[src/rtl/tmr0w_pkg.sv]
package tmr0w_pkg;
  localparam int DATA_W = 8;
  localparam int INTC_EN_BIT = 5;
  localparam int INTC_FLAG_BIT = 2;

  typedef enum logic [1:0] {
    SEL_COUNT  = 2'd0,
    SEL_OPTION = 2'd1,
    SEL_INTCTL = 2'd2,
    SEL_NONE   = 2'd3
  } reg_sel_e;

  typedef struct packed {
    logic [1:0] spare;
    logic       src_pin;
    logic       fall_edge;
    logic       psc_to_wdt;
    logic [2:0] ratio;
  } option_t;
endpackage

[src/rtl/tmr0w_evt_src.sv]
module tmr0w_evt_src #(
  parameter int CLK_PER_INSTR = 4,
  parameter int SYNC_STAGES   = 2
) (
  input  logic clk,
  input  logic rst_n,
  input  logic pin,
  input  logic src_pin,
  input  logic fall_edge,
  output logic instr_tick,
  output logic evt
);
  localparam int PH_W = (CLK_PER_INSTR > 1) ? $clog2(CLK_PER_INSTR) : 1;

  logic [PH_W-1:0]      ph_q;
  logic [SYNC_STAGES:0] sync_q;
  logic                 newer, older, pin_evt;

  // instruction-cycle tick
  always_ff @(posedge clk or negedge rst_n) begin
    if (!rst_n) ph_q <= '0;
    else if (ph_q == PH_W'(CLK_PER_INSTR - 1)) ph_q <= '0;
    else ph_q <= ph_q + PH_W'(1);
  end
  assign instr_tick = (ph_q == PH_W'(CLK_PER_INSTR - 1));

  // pin synchronizer plus one stage for edge detection
  always_ff @(posedge clk or negedge rst_n) begin
    if (!rst_n) sync_q <= '0;
    else sync_q <= {sync_q[SYNC_STAGES-1:0], pin};
  end

  assign newer   = sync_q[SYNC_STAGES-1];
  assign older   = sync_q[SYNC_STAGES];
  assign pin_evt = fall_edge ? (older & ~newer) : (newer & ~older);
  assign evt     = src_pin ? pin_evt : instr_tick;
endmodule

[src/rtl/tmr0w_prescaler.sv]
module tmr0w_prescaler #(
  parameter int SEL_W = 3
) (
  input  logic             clk,
  input  logic             rst_n,
  input  logic             clr,
  input  logic             to_wdt,
  input  logic [SEL_W-1:0] sel,
  input  logic             tmr_evt,
  input  logic             wdt_evt,
  output logic             tmr_inc,
  output logic             wdt_out
);
  localparam int PSC_W = 1 << SEL_W;

  logic [PSC_W-1:0] psc_q;
  logic [PSC_W-1:0] run;
  logic [SEL_W-1:0] sel_m1;
  logic             src_evt, tap_tmr, tap_wdt, wdt_hit;

  // run[i] is high when psc_q[i:0] is all ones, i.e. the next event carries past bit i
  assign run[0] = psc_q[0];
  for (genvar i = 1; i < PSC_W; i++) begin : g_run
    assign run[i] = run[i-1] & psc_q[i];
  end

  assign sel_m1  = sel - SEL_W'(1);
  assign tap_tmr = run[sel];
  assign tap_wdt = (sel == '0) ? 1'b1 : run[sel_m1];
  assign src_evt = to_wdt ? wdt_evt : tmr_evt;

  assign tmr_inc = to_wdt ? tmr_evt : (tmr_evt & tap_tmr);
  assign wdt_hit = to_wdt ? (wdt_evt & tap_wdt) : wdt_evt;

  always_ff @(posedge clk or negedge rst_n) begin
    if (!rst_n) psc_q <= '0;
    else if (clr) psc_q <= '0;
    else if (src_evt) psc_q <= psc_q + PSC_W'(1);
  end

  always_ff @(posedge clk or negedge rst_n) begin
    if (!rst_n) wdt_out <= 1'b0;
    else wdt_out <= wdt_hit;
  end
endmodule

[src/rtl/tmr0w_counter.sv]
module tmr0w_counter #(
  parameter int DW = 8,
  parameter int HOLD_TICKS = 2
) (
  input  logic          clk,
  input  logic          rst_n,
  input  logic          load,
  input  logic [DW-1:0] load_val,
  input  logic          inc,
  input  logic          instr_tick,
  input  logic          flag_wr,
  input  logic          flag_wr_val,
  output logic [DW-1:0] count,
  output logic          armed,
  output logic          flag
);
  localparam int HW = $clog2(HOLD_TICKS + 1);

  logic [HW-1:0] hold_q;
  logic          wrap;

  assign wrap  = inc && !load && (count == '1);
  assign armed = (hold_q == '0);

  always_ff @(posedge clk or negedge rst_n) begin
    if (!rst_n) count <= '0;
    else if (load) count <= load_val;
    else if (inc) count <= count + DW'(1);
  end

  always_ff @(posedge clk or negedge rst_n) begin
    if (!rst_n) hold_q <= '0;
    else if (load) hold_q <= HW'(HOLD_TICKS);
    else if (instr_tick && hold_q != '0) hold_q <= hold_q - HW'(1);
  end

  always_ff @(posedge clk or negedge rst_n) begin
    if (!rst_n) flag <= 1'b0;
    else if (wrap) flag <= 1'b1;
    else if (flag_wr) flag <= flag_wr_val;
  end
endmodule

[src/rtl/tmr0w_top.sv]
module tmr0w_top
  import tmr0w_pkg::*;
#(
  parameter int CLK_PER_INSTR = 4,
  parameter int SYNC_STAGES   = 2,
  parameter int SEL_W         = 3
) (
  input  logic              clk,
  input  logic              rst_n,
  input  logic              wr_en,
  input  logic [1:0]        wr_addr,
  input  logic [DATA_W-1:0] wr_data,
  input  logic [1:0]        rd_addr,
  output logic [DATA_W-1:0] rd_data,
  input  logic              t_pin,
  input  logic              wdt_tick,
  input  logic              sleep,
  output logic              irq,
  output logic              wdt_timeout
);
  option_t           opt_q;
  logic [7:3]        intc_hi_q;
  logic              intc_b1_q, intc_b0_q;
  logic              wr_count, wr_option, wr_intctl;
  logic              instr_tick, src_evt, tmr_evt_g, tmr_inc, psc_clr;
  logic              armed, flag_q;
  logic [DATA_W-1:0] cnt_q, intc_rd;
  option_t           opt_new;

  assign wr_count  = wr_en && (reg_sel_e'(wr_addr) == SEL_COUNT);
  assign wr_option = wr_en && (reg_sel_e'(wr_addr) == SEL_OPTION);
  assign wr_intctl = wr_en && (reg_sel_e'(wr_addr) == SEL_INTCTL);
  assign opt_new   = option_t'(wr_data);

  always_ff @(posedge clk or negedge rst_n) begin
    if (!rst_n) opt_q <= option_t'('1);
    else if (wr_option) opt_q <= opt_new;
  end

  always_ff @(posedge clk or negedge rst_n) begin
    if (!rst_n) begin
      intc_hi_q <= '0;
      intc_b1_q <= 1'b0;
    end else if (wr_intctl) begin
      intc_hi_q <= wr_data[7:3];
      intc_b1_q <= wr_data[1];
    end
  end

  // bit 0 belongs to a neighbouring change detector and keeps its value through reset
  always_ff @(posedge clk) begin
    if (wr_intctl) intc_b0_q <= wr_data[0];
  end

  assign psc_clr = (wr_count && !opt_q.psc_to_wdt) ||
                   (wr_option && (opt_new.psc_to_wdt != opt_q.psc_to_wdt));

  tmr0w_evt_src #(
    .CLK_PER_INSTR(CLK_PER_INSTR),
    .SYNC_STAGES  (SYNC_STAGES)
  ) u_src (
    .clk       (clk),
    .rst_n     (rst_n),
    .pin       (t_pin),
    .src_pin   (opt_q.src_pin),
    .fall_edge (opt_q.fall_edge),
    .instr_tick(instr_tick),
    .evt       (src_evt)
  );

  assign tmr_evt_g = src_evt && armed && !sleep;

  tmr0w_prescaler #(
    .SEL_W(SEL_W)
  ) u_psc (
    .clk    (clk),
    .rst_n  (rst_n),
    .clr    (psc_clr),
    .to_wdt (opt_q.psc_to_wdt),
    .sel    (opt_q.ratio[SEL_W-1:0]),
    .tmr_evt(tmr_evt_g),
    .wdt_evt(wdt_tick),
    .tmr_inc(tmr_inc),
    .wdt_out(wdt_timeout)
  );

  tmr0w_counter #(
    .DW        (DATA_W),
    .HOLD_TICKS(2)
  ) u_cnt (
    .clk        (clk),
    .rst_n      (rst_n),
    .load       (wr_count),
    .load_val   (wr_data),
    .inc        (tmr_inc),
    .instr_tick (instr_tick),
    .flag_wr    (wr_intctl),
    .flag_wr_val(wr_data[INTC_FLAG_BIT]),
    .count      (cnt_q),
    .armed      (armed),
    .flag       (flag_q)
  );

  assign intc_rd = {intc_hi_q, flag_q, intc_b1_q, intc_b0_q};
  assign irq     = flag_q & intc_hi_q[INTC_EN_BIT];

  always_comb begin
    unique case (reg_sel_e'(rd_addr))
      SEL_COUNT:  rd_data = cnt_q;
      SEL_OPTION: rd_data = opt_q;
      SEL_INTCTL: rd_data = intc_rd;
      default:    rd_data = '0;
    endcase
  end
endmodule

[config.mk]
export PLATFORM = sky130hd
export DESIGN_NAME = tmr0w_top
export DESIGN_NICKNAME = d
export VERILOG_FILES = /design/src/rtl/tmr0w_pkg.sv /design/src/rtl/tmr0w_evt_src.sv /design/src/rtl/tmr0w_prescaler.sv /design/src/rtl/tmr0w_counter.sv /design/src/rtl/tmr0w_top.sv
export SDC_FILE = /design/constraint.sdc
export NUM_CORES = 1
export LEC_CHECK = 0
export ABC_AREA = 1
export BUFFER_PORTS_ARGS = -buffer_cell sky130_fd_sc_hd__buf_2
export CAP_MARGIN = 10
export CORE_MARGIN = 5
export CORE_UTILIZATION = 43
export DETAILED_ROUTE_END_ITERATION = 10
export GPL_ROUTABILITY_DRIVEN = 0
export GPL_TIMING_DRIVEN = 0
export HOLD_SLACK_MARGIN = 0.06
export REMOVE_ABC_BUFFERS = 1
export SLEW_MARGIN = 0
export SYNTH_ARGS = -nofsm -noshare
export SYNTH_HDL_FRONTEND = slang
export SYNTH_HIERARCHICAL = 1
export SYNTH_SLANG_ARGS = --single-unit
[constraint.sdc]
create_clock -name clk -period 2.57 [get_ports clk]
set_input_delay 0.1285 -clock clk [delete_from_list [all_inputs] [get_ports clk]]
set_output_delay 0.1285 -clock clk [all_outputs]
set_load 0.1 [all_outputs]
# After elaboration in Yosys (flattened, before gate mapping)
# Cells that the tools add are included.
word_totals:
  ff_bits: 40
  output_inout_bits: 10
classes:
  addsub: 5
  n_lt_le_gt_ge: 2
  eq_ne: 7
  n_mux: 20
  bitwise: 14
  reduce_logical: 23
op_table:
  columns: ["operator", "count"]
  rows:
  - ["$mux W8", 4]
  - ["$pmux W8 S3", 1]
  - ["$add A8 B1 Y8 const B", 2]
  - ["$and A1 B1 Y1", 12]
  - ["$logic_and A1 B1 Y1", 10]
  - ["$mux W1", 10]
  - ["$reduce_bool A2 Y1", 5]
  - ["$eq A8 B8 Y1 const B", 1]
  - ["$lt A3 B4 Y1 const B", 2]
  - ["$bmux W1 S3", 2]
  - ["$eq A2 B2 Y1 const B", 3]
  - ["$logic_not A2 Y1", 3]
  - ["$mux W2", 3]
  - ["$eq A2 B1 Y1 const B", 2]
  - ["$logic_not A1 Y1", 3]
  - ["$logic_not A3 Y1", 1]
  - ["$sub A3 B1 Y3 const B", 1]
  - ["$add A2 B1 Y2 const B", 1]
  - ["$not A1 Y1", 2]
  - ["$sub A2 B1 Y2 const B", 1]
  - ["$logic_or A1 B1 Y1", 1]
  - ["$ne A1 B1 Y1", 1]

# Depth between registers and ports, before layout
depth:
  ltp_word: 14
  depth_mapped: 14
  ltp_nobuf: 14

# By module
# Netlist, hierarchy kept.
by_module_without_submodules:
  columns: ["module", "n_inst", "cells_per_inst", "area_per_inst_um2"]
  rows:
  - ["tmr0w_top", 1, 110, 854.6]
  - ["tmr0w_prescaler", 1, 106, 725.7]
  - ["tmr0w_counter", 1, 81, 639.4]
  - ["tmr0w_evt_src", 1, 17, 181.4]

# Least setup slack after synthesis
# No wires, ideal clock.
synth_path:
  path_kind: "register to register"
  start: "register u_psc.psc_q[0]"
  end: "register u_cnt.count[2]"
  setup_time_ns: 0.076
  arrival_ns: 1.820
  required_time_ns: 2.494
  slack_ns: 0.673
  path_stages_with_launch: 13
  path_buffers: 0
  cell_sequence: "dfrtp_1 -> ha_1 -> ha_1 -> nand3_1 -> nor2_2 -> nand2_1 -> nand3_1 -> nand2_1 -> a21oi_1 -> nand2_2 -> inv_2 -> o21ai_0 -> o21ai_1"
synth_via:
  elab_chain_len: 12
synth_rtl:
  columns: ["element", "line_no", "text"]
  rows:
  - ["from (decl)", "tmr0w_prescaler.sv:16", "logic [PSC_W-1:0] psc_q;"]
  - ["from (signal assigned)", "tmr0w_prescaler.sv:38", "else if (src_evt) psc_q <= psc_q + PSC_W'(1);"]
  - ["$and A1 B1 Y1 (7 in a row)", "tmr0w_prescaler.sv:24", "assign run[i] = run[i-1] & psc_q[i];"]
  - ["$bmux W1 S3 *", "tmr0w_prescaler.sv:28", "assign tap_tmr = run[sel];"]
  - ["$mux W1 (implied by the code) *", "tmr0w_prescaler.sv:28", null]
  - ["$and A1 B1 Y1 *", "tmr0w_prescaler.sv:32", "assign tmr_inc = to_wdt ? tmr_evt : (tmr_evt & tap_tmr);"]
  - ["$mux W1 *", "tmr0w_prescaler.sv:32", null]
  - ["named net tmr_inc", "tmr0w_top.sv:25", "logic instr_tick, src_evt, tmr_evt_g, tmr_inc, psc_clr;"]
  - ["$reduce_bool A2 Y1 (no line) *", null, null]
  - ["to (signal assigned)", "tmr0w_counter.sv:27", "else if (load) count <= load_val;"]
  - ["to (signal assigned)", "tmr0w_counter.sv:28", "else if (inc) count <= count + DW'(1);"]
  - ["to (decl)", "tmr0w_counter.sv:13", "output logic [DW-1:0] count,"]
# Mark *: on every way through the listed nets, which the timed path passes. The rest lies on a longest branch. The select of a mux whose other input is x is not followed.
# A chain may end at the register's enable or synchronous reset.

# Worst setup path in the final report
# Same ends and word-level chain as after synthesis.

==> flow_summary.yaml <==
layout:
  nets: 374
  fillers: 555
  areaGrowthSynthToFinish_pct: 15.1
  antenna_cells: 0
  final_layout_size_suffix_gt1_frac: 0.229
timing:
  finalSetupViolCount: 0
  clock_skew_ns: 0.00334
  slew_headroom: 0.286
  max_freq_mhz: 445
  layout_min_cycle_time_ns: 2.25
  fin_setup_tns_ns: 0
  fin_crit_sh: 0.875
  rsz0062_at_grt: "no"
  maxSlewViolCount: 0
  worst_pin_slew_ns: 1.07
  hold_viol_final: 0
  whs_ns: 0.0710
hold_path:
  holdPathStages: 3
  hp-class: "primary input to register"
  worstHoldStart: "wr_data[4]"
  hold_end: "opt_q[4]$_DFFE_PN1P_"
critical_path:
  slowest_stage: "dfrtp_1"
  cp_slowest_stage_delay_ns: 0.44
  cp-start-kind: "register"
  cp_cell_sequence: "ha_1 -> ha_1 -> nand3_1 -> inv_1 -> nand2_1 -> nand3_1 -> nand2_1 -> a21oi_1 -> nand2_2 -> inv_2 -> o21ai_0 -> o21ai_1"
  cpLargestDelayFamily: "adder cells"
  arrival_ns: 2.48
  worstPathMaxFanout: 6
  crit_buf_inv: 2
  ff2ff_path_depth: 12
  crit_path_end_kind: "register"
  r2r-start: "u_psc/psc_q[0]$_DFFE_PN0P_"
  r2r-end: "u_cnt/count[2]$_DFFE_PN0P_"
  reg2reg_slack_ns: 0.32
  worst_ep_required_time_ns: 2.80
  path_class: "register to register"
clock_tree:
  cts_max_level: 2
  cts.sinks: 40
  post_cts_buffers: 0
  ctsHoldBuffers: 5
  cts_tree: "yes"
  clock_latency_ns: 0.30
  clockBufferDepth: 2
  cts_buffers: 5
  cts.repair.resized: 0
  cts_root_buffer: "clkbuf_8"
  path_clk_slew_ns: 0.08
detailed_routing:
  wl_met1_mm: 2.67
  dr_wl_met3_um: 317
  routed_wirelength_mm: 5.55
  vias: 2120
  drc: 0
  firstDrtPassIters: 4
  drt.antenna.violating_nets: 0
  highest_layer: "met4"
  wl_per_cell_um: 13.1
  met2_length_mm: 2.50
  viasPerCell: 5.02
  drt-initial-drc-count: 82
global_routing:
  grt_pass1_vias: 2022
  grt_pass1_wl_mm: 9.43
  grt_use_total: 0.163
  grt.overflow.total: 0
  grt_max_degree: 40
  antenna_found_initial: 0
floorplanning:
  dieArea_um2: 7180
  fp.dieH_um: 84.7
  die_w_um: 84.7
  initial_core_util: 0.439
  num_rows: 27
  io_pins: 28
  coreArea_um2: 5470
synth:
  synthesis.area_um2: 2400
  synth_top_area_cell: "dfrtp_1"
  synth_cell_types: 30
  ys_seq_area_frac: 0.423
  synth-seq-cells: 40
  yosys_warnings: 6
  netlist_instances: 314
  synth_top_area_share: 0.323
  syn_avg_cell_area_um2: 7.65
  synthTopCellsByArea: "dfrtp_1, nand2_1, dfstp_2"
run_status:
  status: "finished, final reports clean"
placed_design:
  numPortBuffers: 27
  dp_hpwl_mm: 3.94
power:
  p_leak_nw: 1.38
  ir_worst_vdd_mv: 0.348
  power_density_nw_per_um2: 758
flow_run:
  cap_violations: 0
==> sequential cells by signal, indices dropped and copies added (netlist names) <==
name,cells
intc_b0_q,1
intc_b1_q,1
intc_hi_q,5
opt_q,8
u_cnt/count,8
u_cnt/flag,1
u_cnt/hold_q,2
u_psc/psc_q,8
u_psc/wdt_out,1
u_src/ph_q,2
u_src/sync_q,3
==> layout make-up <==
class,instances,area (um2),area share
flip-flops and latches,40,1020,0.368
multi-input cells,221,1170,0.422
well taps,72,90.1,0.0326
inverters,49,184,0.0666
clock inverters,2,38.8,0.0140
repair buffers,32,185,0.0670
clock buffers,6,82.6,0.0299
==> logic make-up (layout without fill, tap and decap cells) <==
kind of cell	Yosys count	count (layout)	share of synthesized area
mux	1	1	0.00417
fa+ha+maj	7	7	0.0365
xor+xnor	1	1	0.00365
buf+inv	53	89	0.0912
compound gates	46	46	0.126
simple gates	166	166	0.316
flops	40	40	0.423
==> per-stage QoR <==
| step | cells | total power [W] | util | cell area [um2] | setup WS, ns |
|---|---|---|---|---|---|
| global route | 422 | 0.00222 | 0.505 | 2760 | 0.104 |
| detailed placement | 409 | 0.00154 | 0.473 | 2590 | 0.323 |
| finish | 422 | 0.00209 | 0.505 | 2760 | 0.321 |
| CTS | 422 | 0.00211 | 0.505 | 2760 | 0.344 |
| global placement | 409 | 0.00153 | 0.473 | 2590 | 0.357 |
| floorplan | 310 | 0.00138 | - | 2370 | 0.673 |
==> cell usage in the layout, fill, tap and decap left out, types with 2 or more instances in the layout <==
master and count:
nand2_2 2, o21ai_0 9, nor2_4 4, a21oi_2 2, a22oi_1 6, inv_1 41
o21bai_1 2, buf_2 27, o21ai_2 11, nor2_1 16, dfrtp_1 31, o21ai_1 8
dlygate4sd3_1 5, nand4_1 4, nand3_1 31, a21oi_1 7, dfstp_2 8, nor2_2 5
ha_1 7, nand3_2 4, inv_2 7, clkbuf_8 6, nand2_1 98
==> Yosys cell counts (all sizes together) <==
master    n
nor3      1
a21oi     9
o21bai    2
nand3    35
a22oi     6
o211ai    1
edfxtp    1
dfrtp    31
mux2i     1
inv      48
nand4     4
buf       4
dfstp     8
xnor2     1
nand2   101
nor2     25
clkinv    1
ha        7
o21ai    28
==> worst min-delay path, delay by kind of cell <==
family / cells / cell delay [ns]
buf+inv: 2 / 0.19
compound gates: 1 / 0.06
==> routing by layer <==
layer,track usage,up-vias
li1,-,1076
met1,0.222,979
met2,0.262,59
met3,0.0393,6
met4,0.0388,0
met5,0,-
==> how the worst max path moves through the flow <==
stage | cells after the start | slack (ns) | from | end
floorplan | 12 | 0.67 | u_psc/psc_q[0]$_DFFE_PN0P_ | u_cnt/count[2]$_DFFE_PN0P_
global placement | 12 | 0.36 | u_psc/psc_q[0]$_DFFE_PN0P_ | u_cnt/count[2]$_DFFE_PN0P_
detailed placement | 11 | 0.32 | wr_addr[1] | u_psc/psc_q[6]$_DFFE_PN0P_
CTS | 12 | 0.34 | u_psc/psc_q[0]$_DFFE_PN0P_ | u_cnt/count[2]$_DFFE_PN0P_
global route | 12 | 0.10 | u_psc/psc_q[0]$_DFFE_PN0P_ | u_cnt/count[2]$_DFFE_PN0P_
finish | 12 | 0.32 | u_psc/psc_q[0]$_DFFE_PN0P_ | u_cnt/count[2]$_DFFE_PN0P_
==> power by group <==
group	switching (W)	internal [W]
registers	0.000127	0.000759
clock network	0.000240	0.000318
logic	0.000458	0.000191
total	0.000825	0.00127
Power figures use the tool's default switching activity.
